## src/rtl/bsb_pkg.sv

```systemverilog
package bsb_pkg;
    localparam int SUB_BEATS = 16;
    localparam int LEN3_W    = 4;
    localparam int LEN4_W    = 8;
    localparam int NSUB_W    = LEN4_W - LEN3_W + 1;
    localparam int BEAT_W    = LEN4_W + 1;

    typedef enum logic [1:0] {
        RSP_OKAY   = 2'b00,
        RSP_EXOKAY = 2'b01,
        RSP_SLVERR = 2'b10,
        RSP_DECERR = 2'b11
    } rsp_e;

    function automatic logic [1:0] rsp_worse(input logic [1:0] a, input logic [1:0] b);
        return (a > b) ? a : b;
    endfunction
endpackage

```

## src/rtl/bsb_aw_split.sv

```systemverilog
module bsb_aw_split
    import bsb_pkg::*;
#(
    parameter int AW = 32
) (
    input  logic              clk,
    input  logic              rst_n,
    input  logic              start,
    input  logic [AW-1:0]     start_addr,
    input  logic [LEN4_W-1:0] start_len,
    input  logic [2:0]        beat_size,
    output logic [AW-1:0]     m_awaddr,
    output logic [LEN3_W-1:0] m_awlen,
    output logic              m_awvalid,
    input  logic              m_awready
);
    typedef struct packed {
        logic [AW-1:0]     addr;
        logic [NSUB_W-1:0] left;
        logic [LEN3_W-1:0] tail;
        logic              valid;
    } split_t;

    split_t st_d, st_q;

    always_comb begin
        st_d = st_q;
        if (start) begin
            st_d.addr  = start_addr;
            st_d.left  = {1'b0, start_len[LEN4_W-1:LEN3_W]} + NSUB_W'(1);
            st_d.tail  = start_len[LEN3_W-1:0];
            st_d.valid = 1'b1;
        end else if (st_q.valid && m_awready) begin
            st_d.addr  = st_q.addr + (AW'(SUB_BEATS) << beat_size);
            st_d.left  = st_q.left - NSUB_W'(1);
            st_d.valid = (st_q.left > NSUB_W'(1));
        end
    end

    always_ff @(posedge clk) begin
        if (!rst_n) st_q <= '0;
        else        st_q <= st_d;
    end

    assign m_awaddr  = st_q.addr;
    assign m_awvalid = st_q.valid;
    assign m_awlen   = (st_q.left == NSUB_W'(1)) ? st_q.tail : LEN3_W'(SUB_BEATS - 1);


    aw_hold_chk: assert property (@(posedge clk) disable iff (!rst_n)
        m_awvalid && !m_awready |=> m_awvalid && $stable(m_awaddr) && $stable(m_awlen));
endmodule

```

## src/rtl/bsb_w_frame.sv

```systemverilog
module bsb_w_frame
    import bsb_pkg::*;
#(
    parameter int DW = 32
) (
    input  logic              clk,
    input  logic              rst_n,
    input  logic              start,
    input  logic [LEN4_W-1:0] start_len,
    input  logic [DW-1:0]     s_wdata,
    input  logic [DW/8-1:0]   s_wstrb,
    input  logic              s_wlast,
    input  logic              s_wvalid,
    output logic              s_wready,
    output logic [DW-1:0]     m_wdata,
    output logic [DW/8-1:0]   m_wstrb,
    output logic              m_wlast,
    output logic              m_wvalid,
    input  logic              m_wready
);
    typedef struct packed {
        logic [BEAT_W-1:0] left;
        logic [LEN3_W-1:0] sub;
    } frame_t;

    frame_t fr_d, fr_q;
    logic   open;
    logic   fire;

    assign open     = (fr_q.left != '0);
    assign m_wvalid = s_wvalid && open;
    assign s_wready = m_wready && open;
    assign m_wdata  = s_wdata;
    assign m_wstrb  = s_wstrb;
    assign m_wlast  = (fr_q.sub == LEN3_W'(SUB_BEATS - 1)) || (fr_q.left == BEAT_W'(1));
    assign fire     = m_wvalid && m_wready;

    always_comb begin
        fr_d = fr_q;
        if (start) begin
            fr_d.left = {1'b0, start_len} + BEAT_W'(1);
            fr_d.sub  = '0;
        end else if (fire) begin
            fr_d.left = fr_q.left - BEAT_W'(1);
            fr_d.sub  = fr_q.sub + LEN3_W'(1);
        end
    end

    always_ff @(posedge clk) begin
        if (!rst_n) fr_q <= '0;
        else        fr_q <= fr_d;
    end


    burst_end_chk: assert property (@(posedge clk) disable iff (!rst_n)
        fire && s_wlast |-> m_wlast);

    no_stray_beat_chk: assert property (@(posedge clk) disable iff (!rst_n)
        !open |-> !m_wvalid && !s_wready);
endmodule

```

## src/rtl/bsb_b_merge.sv

```systemverilog
module bsb_b_merge
    import bsb_pkg::*;
(
    input  logic              clk,
    input  logic              rst_n,
    input  logic              start,
    input  logic [NSUB_W-1:0] start_nsub,
    input  logic [1:0]        m_bresp,
    input  logic              m_bvalid,
    output logic              m_bready,
    output logic [1:0]        s_bresp,
    output logic              s_bvalid,
    input  logic              s_bready,
    output logic              done
);
    typedef struct packed {
        logic [NSUB_W-1:0] left;
        logic [1:0]        worst;
        logic              out;
    } merge_t;

    merge_t mg_d, mg_q;

    assign m_bready = (mg_q.left != '0);
    assign s_bvalid = mg_q.out;
    assign s_bresp  = mg_q.worst;
    assign done     = mg_q.out && s_bready;

    always_comb begin
        mg_d = mg_q;
        if (start) begin
            mg_d.left  = start_nsub;
            mg_d.worst = RSP_OKAY;
            mg_d.out   = 1'b0;
        end else if (m_bvalid && m_bready) begin
            mg_d.worst = rsp_worse(mg_q.worst, m_bresp);
            mg_d.left  = mg_q.left - NSUB_W'(1);
            mg_d.out   = (mg_q.left == NSUB_W'(1));
        end else if (done) begin
            mg_d.out   = 1'b0;
        end
    end

    always_ff @(posedge clk) begin
        if (!rst_n) mg_q <= '0;
        else        mg_q <= mg_d;
    end


    b_hold_chk: assert property (@(posedge clk) disable iff (!rst_n)
        s_bvalid && !s_bready |=> s_bvalid && $stable(s_bresp));

    b_severity_chk: assert property (@(posedge clk) disable iff (!rst_n)
        m_bvalid && m_bready |=> s_bresp >= $past(m_bresp));
endmodule

```

## src/rtl/axi4to3_wr_bridge.sv

```systemverilog
module axi4to3_wr_bridge
    import bsb_pkg::*;
#(
    parameter int IDW = 4,
    parameter int AW  = 32,
    parameter int DW  = 32
) (
    input  logic              clk,
    input  logic              rst_n,
    input  logic [IDW-1:0]    s_awid,
    input  logic [AW-1:0]     s_awaddr,
    input  logic [7:0]        s_awlen,
    input  logic [2:0]        s_awsize,
    input  logic [1:0]        s_awburst,
    input  logic              s_awlock,
    input  logic [3:0]        s_awcache,
    input  logic [2:0]        s_awprot,
    input  logic [3:0]        s_awqos,
    input  logic [3:0]        s_awregion,
    input  logic              s_awvalid,
    output logic              s_awready,
    input  logic [DW-1:0]     s_wdata,
    input  logic [DW/8-1:0]   s_wstrb,
    input  logic              s_wlast,
    input  logic              s_wvalid,
    output logic              s_wready,
    output logic [IDW-1:0]    s_bid,
    output logic [1:0]        s_bresp,
    output logic              s_bvalid,
    input  logic              s_bready,
    output logic [IDW-1:0]    m_awid,
    output logic [AW-1:0]     m_awaddr,
    output logic [3:0]        m_awlen,
    output logic [2:0]        m_awsize,
    output logic [1:0]        m_awburst,
    output logic [1:0]        m_awlock,
    output logic [3:0]        m_awcache,
    output logic [2:0]        m_awprot,
    output logic              m_awvalid,
    input  logic              m_awready,
    output logic [IDW-1:0]    m_wid,
    output logic [DW-1:0]     m_wdata,
    output logic [DW/8-1:0]   m_wstrb,
    output logic              m_wlast,
    output logic              m_wvalid,
    input  logic              m_wready,
    input  logic [IDW-1:0]    m_bid,
    input  logic [1:0]        m_bresp,
    input  logic              m_bvalid,
    output logic              m_bready
);
    typedef struct packed {
        logic [IDW-1:0] id;
        logic [2:0]     size;
        logic [1:0]     burst;
        logic           lock;
        logic [3:0]     cache;
        logic [2:0]     prot;
    } attr_t;

    typedef struct packed {
        attr_t attr;
        logic  busy;
    } top_t;

    top_t              tp_d, tp_q;
    logic              start;
    logic              done;
    logic [NSUB_W-1:0] nsub;

    assign s_awready = !tp_q.busy;
    assign start     = s_awvalid && s_awready;
    assign nsub      = {1'b0, s_awlen[LEN4_W-1:LEN3_W]} + NSUB_W'(1);

    always_comb begin
        tp_d = tp_q;
        if (start) begin
            tp_d.busy       = 1'b1;
            tp_d.attr.id    = s_awid;
            tp_d.attr.size  = s_awsize;
            tp_d.attr.burst = s_awburst;
            tp_d.attr.lock  = s_awlock;
            tp_d.attr.cache = s_awcache;
            tp_d.attr.prot  = s_awprot;
        end else if (done) begin
            tp_d.busy = 1'b0;
        end
    end

    always_ff @(posedge clk) begin
        if (!rst_n) tp_q <= '0;
        else        tp_q <= tp_d;
    end

    assign m_awid    = tp_q.attr.id;
    assign m_awsize  = tp_q.attr.size;
    assign m_awburst = tp_q.attr.burst;
    assign m_awlock  = {1'b0, tp_q.attr.lock};
    assign m_awcache = tp_q.attr.cache;
    assign m_awprot  = tp_q.attr.prot;
    assign m_wid     = tp_q.attr.id;
    assign s_bid     = tp_q.attr.id;

    bsb_aw_split #(.AW(AW)) u_split (
        .clk        (clk),
        .rst_n      (rst_n),
        .start      (start),
        .start_addr (s_awaddr),
        .start_len  (s_awlen),
        .beat_size  (tp_q.attr.size),
        .m_awaddr   (m_awaddr),
        .m_awlen    (m_awlen),
        .m_awvalid  (m_awvalid),
        .m_awready  (m_awready)
    );

    bsb_w_frame #(.DW(DW)) u_frame (
        .clk       (clk),
        .rst_n     (rst_n),
        .start     (start),
        .start_len (s_awlen),
        .s_wdata   (s_wdata),
        .s_wstrb   (s_wstrb),
        .s_wlast   (s_wlast),
        .s_wvalid  (s_wvalid),
        .s_wready  (s_wready),
        .m_wdata   (m_wdata),
        .m_wstrb   (m_wstrb),
        .m_wlast   (m_wlast),
        .m_wvalid  (m_wvalid),
        .m_wready  (m_wready)
    );

    bsb_b_merge u_merge (
        .clk        (clk),
        .rst_n      (rst_n),
        .start      (start),
        .start_nsub (nsub),
        .m_bresp    (m_bresp),
        .m_bvalid   (m_bvalid),
        .m_bready   (m_bready),
        .s_bresp    (s_bresp),
        .s_bvalid   (s_bvalid),
        .s_bready   (s_bready),
        .done       (done)
    );


    merge_last_chk: assert property (@(posedge clk) disable iff (!rst_n)
        s_bvalid |-> !m_awvalid && !m_wvalid && !m_bready);

    single_burst_chk: assert property (@(posedge clk) disable iff (!rst_n)
        start |=> !s_awready);

    sub_id_chk: assert property (@(posedge clk) disable iff (!rst_n)
        m_bvalid && m_bready |-> m_bid == s_bid);

    dropped_fields_chk: assert property (@(posedge clk) disable iff (!rst_n)
        start |-> !$isunknown({s_awqos, s_awregion}));
endmodule

```

## config.mk

```make
export PLATFORM = sky130hd
export DESIGN_NAME = axi4to3_wr_bridge
export DESIGN_NICKNAME = d
export VERILOG_FILES = /design/src/rtl/bsb_pkg.sv /design/src/rtl/bsb_aw_split.sv /design/src/rtl/bsb_w_frame.sv /design/src/rtl/bsb_b_merge.sv /design/src/rtl/axi4to3_wr_bridge.sv
export SDC_FILE = /design/constraint.sdc
export NUM_CORES = 1
export LEC_CHECK = 0
export ABC_AREA = 1
export CAP_MARGIN = 20
export CORE_ASPECT_RATIO = 1.4
export CORE_UTILIZATION = 41
export CTS_CLUSTER_SIZE = 24
export DETAILED_ROUTE_END_ITERATION = 10
export PLACE_DENSITY = 0.79
export SYNTH_ARGS = -nofsm -noshare
export SYNTH_HDL_FRONTEND = slang
export SYNTH_SLANG_ARGS = --single-unit
```

## constraint.sdc

```tcl
create_clock -name clk -period 2 [get_ports clk]
set_clock_uncertainty 0.1 [all_clocks]
set_input_delay 0.3 -clock clk [delete_from_list [all_inputs] [get_ports clk]]
set_output_delay 0.3 -clock clk [all_outputs]
set_load 0.02 [all_outputs]
```

---- Yosys cells after proc, flatten, opt, wreduce, memory -nomap -nowiden ----
Cells that the tools add are included.
word-level totals
  bits in registers ....................... 81
  latch bits .............................. 0
  memory bits (writable) .................. 0
  ROM bits ................................ 0
  input port bits ......................... 116
  output and inout bits ................... 107
  word-level logic and storage cells ...... 63
  memories ................................ 0
cells by class
  $add $sub $neg .......................... 7
  multiply operators ...................... 0
  div/mod/pow operators ................... 0
  order comparisons ....................... 2
  eq/ne operators ......................... 4
  shift operators ......................... 1
  multiplexer cells ....................... 13
  bitwise operators ....................... 2
  reductions and logical operators ........ 18
operator list
  operator                                                       count
  two-way mux 37 bit                                             2
  adder 32 bit                                                   1
  left shift 5 x 3 -> 32 bit, first input constant               1
  two-way mux 13 bit                                             2
  equality test 5 x 1 -> 1 bit, second input constant            2
  nonzero test 2 bit                                             5
  subtractor 5 x 1 -> 5 bit, second input constant               2
  adder 8 x 1 -> 9 bit, second input constant                    1
  equality test 9 x 1 -> 1 bit, second input constant            1
  nonzero test 9 bit                                             1
  subtractor 9 x 1 -> 9 bit, second input constant               1
  two-way mux 8 bit                                              1
  logical AND 1 bit                                              7
  two-way mux 7 bit                                              1
  adder 4 x 1 -> 5 bit, second input constant                    1
  greater-than comparator 5 x 1 -> 1 bit, second input constant  1
  two-way mux 1 bit                                              5
  nonzero test 5 bit                                             1
  adder 4 x 1 -> 4 bit, second input constant                    1
  equality test 4 bit, second input constant                     1
  two-way mux 4 bit                                              1
  greater-than comparator 2 bit                                  1
  two-way mux 2 bit                                              1
  NOT 1 bit                                                      2
  4 further kinds                                                4

---- Longest topological paths before layout ----
  depth in word-level cells ............... 5
  depth in mapped cells ................... 15
  gate-level depth less buffers ........... 15

---- Hierarchy ----
From an unflattened synthesis, not the netlist that was laid out.
unflattened totals
  cells, all modules ...................... 983
  area, all modules ....................... 6167.2 um^2
by module, submodules not included
  module             times used  cells each  area an instance (um^2)  seq. area each (um^2)
  bsb_aw_split       1           537         3245.6                   840.8
  bsb_w_frame        1           200         1261.2                   260.2
  axi4to3_wr_bridge  1           153         1034.7                   360.3
  bsb_b_merge        1           93          625.6                    160.2

---- Worst setup path after synthesis ----
OpenSTA, ideal clock, no wires.
  path kind ............................... register -> register
  start ................................... register tp_q (netlist bit m_awsize[0])
  end ..................................... register u_split.st_q (netlist bit u_split.m_awaddr[28])
  setup time .............................. 134 ps
  arrival time ............................ 1906 ps
  slack ................................... -140 ps
  cell stages (with the launch flop) ...... 15
  path through ............................ dfxtp_1 -> inv_1 -> nor3_1 -> inv_1 -> fa_1 -> inv_1 -> nand3_1 -> nand3_1 -> nand2_1 -> nand2_2 -> nand2_1 -> nand2_1 -> nand2_1 -> o21bai_1 -> a21oi_1
between the ends
  cells in the longest elaborated chain, start to end .. 4
RTL lines
  item                        line                     text
  start: declaration          axi4to3_wr_bridge.sv:66  top_t tp_d, tp_q;
  start signal: assignment    axi4to3_wr_bridge.sv:92  else tp_q <= tp_d;
  left shift 5 x 3 -> 32 bit  bsb_aw_split.sv:34       st_d.addr = st_q.addr + (AW'(SUB_BEATS) << beat_size);
  adder 32 bit                bsb_aw_split.sv:34
  two-way mux 37 bit          bsb_aw_split.sv:33       end else if (st_q.valid && m_awready) begin
  two-way mux 37 bit          bsb_aw_split.sv:28       if (start) begin
  end signal: assignment      bsb_aw_split.sv:42       else st_q <= st_d;
  end: declaration            bsb_aw_split.sv:24       split_t st_d, st_q;
Every way passes these cells. The select of a mux whose other input is x is not followed.
A chain may end at the register's enable or synchronous reset.

---- Worst setup path after layout ----
  start ................................... register tp_q (netlist bit m_awsize[2])
  end ..................................... register u_split.st_q (netlist bit u_split.m_awaddr[12])
The elaborated chain is that of the path after synthesis.

==> results_tabular.tex <==
\begin{tabular}{lr}
\hline
Metric & Value \\
\hline
\multicolumn{2}{l}{\textbf{STA}} \\
\quad Final Critical Period & 2173 ps \\
\quad Final count of negative-setup-slack endpoints & 25 \\
\quad Hold Vio Cnt, Final & 0 \\
\quad Max-slew violation count & 0 \\
\quad Minimum hold slack & 359.3 ps \\
\quad Final worst-path cycle share & 108.6\% \\
\quad Setup slack of the critical path after layout & -172.5 ps \\
\quad Fmax & 460.3 MHz \\
\quad Setup repair after global routing missed its margin & yes \\
\multicolumn{2}{l}{\textbf{Finish}} \\
\quad Finished Core Util & 55.81\% \\
\quad Sequential cell area & 1633 um2 \\
\quad Nets & 1125 \\
\quad Total area of multi-input combinational cells & 3216 um2 \\
\quad Non-filler instance count after layout & 1179 \\
\quad Count of antenna diodes in the layout & 0 \\
\quad Most frequent cells in the layout & sky130\_fd\_sc\_hd\_\_nand2\_1 (176), sky130\_fd\_sc\_hd\_\_clkdlybuf4s50\_1 (128), sky130\_fd\_sc\_hd\_\_inv\_1 (95) \\
\quad Number of fillers in the final layout & 1305 \\
\quad Ratio of cells with drive above 1 in the final layout & 18.81\% \\
\quad Area added between synthesis and finish & 33.02\% \\
\quad Most frequent standard cell in the layout excluding fill and tap cells & sky130\_fd\_sc\_hd\_\_nand2\_1 \\
\multicolumn{2}{l}{\textbf{Power and ir drop}} \\
\quad Maximum VDD drop & 0.4085 mV \\
\quad Sequential share of power & 35.6\% \\
\quad Share of power burned in combinational logic & 30.5\% \\
\quad Internal power & 3.632 mW \\
\quad PwrDens & 692.0 nW/um2 \\
\quad Leakage power & 3.373 nW \\
\quad Switching share of power & 32.08\% \\
\quad Relative contribution of the clock network to total power & 33.8\% \\
\quad Total net switching power & 1.715 mW \\
\multicolumn{2}{l}{\textbf{Clocking}} \\
\quad Clk sinks & 81 \\
\quad Clock insertion delay at the later pin of the skew report & 330 ps \\
\quad TritonCTS clock tree & yes \\
\quad Clock transition at the registers of the reported paths & 60 ps \\
\quad Hold\_buf cts & 0 \\
\quad Maximum level of the CTS H-tree & 3 \\
\quad Clock Root Buffer & sky130\_fd\_sc\_hd\_\_clkbuf\_16 \\
\quad Num CTS Buffers & 9 \\
\quad Maximum buffer depth of the clock tree & 2 \\
\multicolumn{2}{l}{\textbf{Placement}} \\
\quad Final estimated routing congestion in global placement & 0.9455 \\
\quad IO Port Bufs & 136 \\
\quad Cell count after placement & 1153 \\
\quad Hpwl dp & 11910 um \\
\quad Setup slack after placement & -196.3 ps \\
\multicolumn{2}{l}{\textbf{Setup path}} \\
\quad Type of the worst setup path & reg -> reg \\
\quad Data arrival time of the critical path & 2290 ps \\
\quad Largest fanout on the critical path & 8 \\
\quad Startpoint types & flip-flop \\
\quad Type of destination of the critical path & flip-flop \\
\quad Data required time at the worst endpoint & 2110 ps \\
\multicolumn{2}{l}{\textbf{Yosys}} \\
\quad Yosys warnings & 0 \\
\quad \#FFs+latches synth & 81 \\
\quad Proportion of synthesized flip-flops having asynchronous set or reset & 0\% \\
\quad Average cell area after synthesis & 6.491 um2 \\
\quad Post-synth EDFFs & 0 \\
\quad Share of Yosys cell area claimed by the top area cell type & 27.91\% \\
\quad Synth Flop Type & sky130\_fd\_sc\_hd\_\_dfxtp\_1 \\
\quad Synthesized netlist net count & 1031 \\
\quad Dominant cells by area after synthesis & sky130\_fd\_sc\_hd\_\_dfxtp\_1 (28\%), sky130\_fd\_sc\_hd\_\_buf\_4 (12\%), sky130\_fd\_sc\_hd\_\_nand2\_1 (12\%) \\
\quad Distinct cells, synth & 40 \\
\quad Post-synthesis cell area & 5809 um2 \\
\quad Sequential-to-total area share from yosys stat & 27.91\% \\
\quad Area leader, netlist & sky130\_fd\_sc\_hd\_\_dfxtp\_1 \\
\quad Cell count after synthesis & 895 \\
\multicolumn{2}{l}{\textbf{Drt}} \\
\quad Antenna Violating Nets Remaining & 0 \\
\quad DRT Wirelength & 16180 um \\
\quad Routed len/inst & 13.72 um \\
\quad DRC marker count from the first detailed-route iteration & 153 \\
\quad Number of detailed-routing iterations run before antenna repair & 5 \\
\quad Drt drc & 0 \\
\quad Number of vias in the routed layout & 5905 \\
\quad Vias per Instance & 5.008 \\
\multicolumn{2}{l}{\textbf{Global route}} \\
\quad First-pass GRT wire length & 25360 um \\
\quad Gr usage total & 22.11\% \\
\quad Antenna violations before repair & 1 \\
\quad Pin count of the biggest net entering global routing & 39 \\
\quad Via count of the first global-routing pass & 5627 \\
\quad Remaining global-route overflow & 0 \\
\multicolumn{2}{l}{\textbf{Run status}} \\
\quad Violated checks & setup timing \\
\quad Outcome & complete, but fails checks \\
\multicolumn{2}{l}{\textbf{Floorplan}} \\
\quad Effective utilization at floorplan & 41.95\% \\
\quad Die Y & 142.8 um \\
\quad Area of the core & 13850 um2 \\
\quad Row count & 51 \\
\quad Die Footprint & 14660 um2 \\
\quad Num ports & 223 \\
\quad Horizontal die dimension & 102.6 um \\
\multicolumn{2}{l}{\textbf{Job}} \\
\quad Number of maximum-capacitance constraint violations & 0 \\
\multicolumn{2}{l}{\textbf{Worst hold path}} \\
\quad Type of the most critical hold path & reg -> reg \\
\hline
\end{tabular}
-- Yosys cell counts, types with 3 or more instances --
master,instances
sky130_fd_sc_hd__nor3_1,15
sky130_fd_sc_hd__nand3_2,7
sky130_fd_sc_hd__clkbuf_1,17
sky130_fd_sc_hd__nand4_1,9
sky130_fd_sc_hd__xor2_1,12
sky130_fd_sc_hd__nand3_1,64
sky130_fd_sc_hd__a31oi_1,11
sky130_fd_sc_hd__nand3b_1,5
sky130_fd_sc_hd__inv_2,9
sky130_fd_sc_hd__ha_1,19
sky130_fd_sc_hd__or2_2,3
sky130_fd_sc_hd__dfxtp_1,81
sky130_fd_sc_hd__o21ai_0,70
sky130_fd_sc_hd__nand2_1,191
sky130_fd_sc_hd__buf_4,96
sky130_fd_sc_hd__a211oi_1,3
sky130_fd_sc_hd__nor2_1,86
sky130_fd_sc_hd__o21bai_1,6
sky130_fd_sc_hd__a21oi_1,47
sky130_fd_sc_hd__nor2_4,3
sky130_fd_sc_hd__nand2_2,6
sky130_fd_sc_hd__inv_1,102
sky130_fd_sc_hd__buf_2,8
-- state kept, by name, summed over array words and instances (netlist names), 3 cells and up --
register,cells
m_awcache,4
m_awid,4
u_frame.fr_q,13
m_awsize,3
m_awprot,3
u_split.m_awaddr,32
u_split.st_q,9
u_merge.mg_q,5
-- critical path, stage by stage, from the launching register on --
cell and delay, ps:
sky130_fd_sc_hd__dfxtp_2 330, sky130_fd_sc_hd__buf_6 130, sky130_fd_sc_hd__nor3_1 250, sky130_fd_sc_hd__ha_2 370
sky130_fd_sc_hd__buf_4 150, sky130_fd_sc_hd__nand3_2 60, sky130_fd_sc_hd__nand3_2 80, sky130_fd_sc_hd__nand2_2 90
sky130_fd_sc_hd__nand2_4 80, sky130_fd_sc_hd__buf_4 150, sky130_fd_sc_hd__a32oi_1 170, sky130_fd_sc_hd__a21oi_1 80
-- per-stage QoR --
stage	power (mW)	TNS [ps]	cell area [um2]
after floorplan	2.987	-68.86	5838
after global placement	3.435	-2215	7087
after detailed placement	3.460	-3047	7087
after CTS	5.305	-1905	7557
after global routing	5.629	-6183	7727
final	5.347	-2532	7727
-- layer usage --
metal	GRT usage, %	vias up	wire (um)
met2	41.68	176	8678
met5	0	-	12
met4	13.01	2	720
met3	3.769	67	677
met1	22.05	2681	6091
li1	-	2979	-
-- final cells by class --
type	count	area share (%)
Multi-Input combinational cell	579	41.61
Timing Repair Buffer	206	24.61
Sequential cell	81	21.13
Inverter	112	5.505
Tap cell	185	2.995
Clock buffer	10	2.963
Clock inverter	6	1.182
-- cell families (layout without fill, tap and decap cells) --
family | count (synthesis) | in the layout | share of synthesized area [%]
AO/OA/AOI/OAI | 149 | 149 | 14.06
AND/OR/NAND/NOR | 397 | 397 | 30.15
flip-flops | 81 | 81 | 27.91
buffers and inverters | 235 | 334 | 21.56
XOR/XNOR | 12 | 12 | 1.809
other | 1 | 1 | 0.06455
adder cells (fa/ha/maj) | 20 | 20 | 4.437
-- final timing paths --
| path | startpoint | to | slack (ps) | depth (start not counted) |
|---|---|---|---|---|
| setup / recovery | m_awsize[2]$_SDFFE_PN0P_ | u_split.m_awaddr[12]$_SDFFE_PN0P_ | -170 | 11 |
| hold / removal | u_frame.fr_q[3]$_SDFFE_PP0P_ | u_frame.fr_q[3]$_SDFFE_PP0P_ | 360 | 2 |
| setup reg to reg | m_awsize[2]$_SDFFE_PN0P_ | u_split.m_awaddr[12]$_SDFFE_PN0P_ | -170 | 11 |
| hold reg to reg | u_frame.fr_q[3]$_SDFFE_PP0P_ | u_frame.fr_q[3]$_SDFFE_PP0P_ | 360 | 2 |
-- power by group through the flow --
| stage | Combinational [mW] | Sequential [mW] | Clock (mW) |
|---|---|---|---|
| 2_1_floorplan | 1.09 | 1.90 | 0 |
| 3_3_place_gp | 1.51 | 1.92 | 0 |
| 3_5_place_dp | 1.53 | 1.93 | 0 |
| 4_1_cts | 1.56 | 1.90 | 1.84 |
| 5_1_grt | 1.79 | 1.92 | 1.91 |
| 6_report | 1.63 | 1.90 | 1.81 |
-- timing repair --
| action | 4_1_cts | 5_1_grt |
|---|---|---|
| pin swaps | 22 | 15 |
| endpoints found under the setup margin | 33 | 32 |
| buffers inserted | 6 | 5 |
| gates resized for setup | 61 | 38 |
No activity file was read; power rests on OpenSTA's default activity.
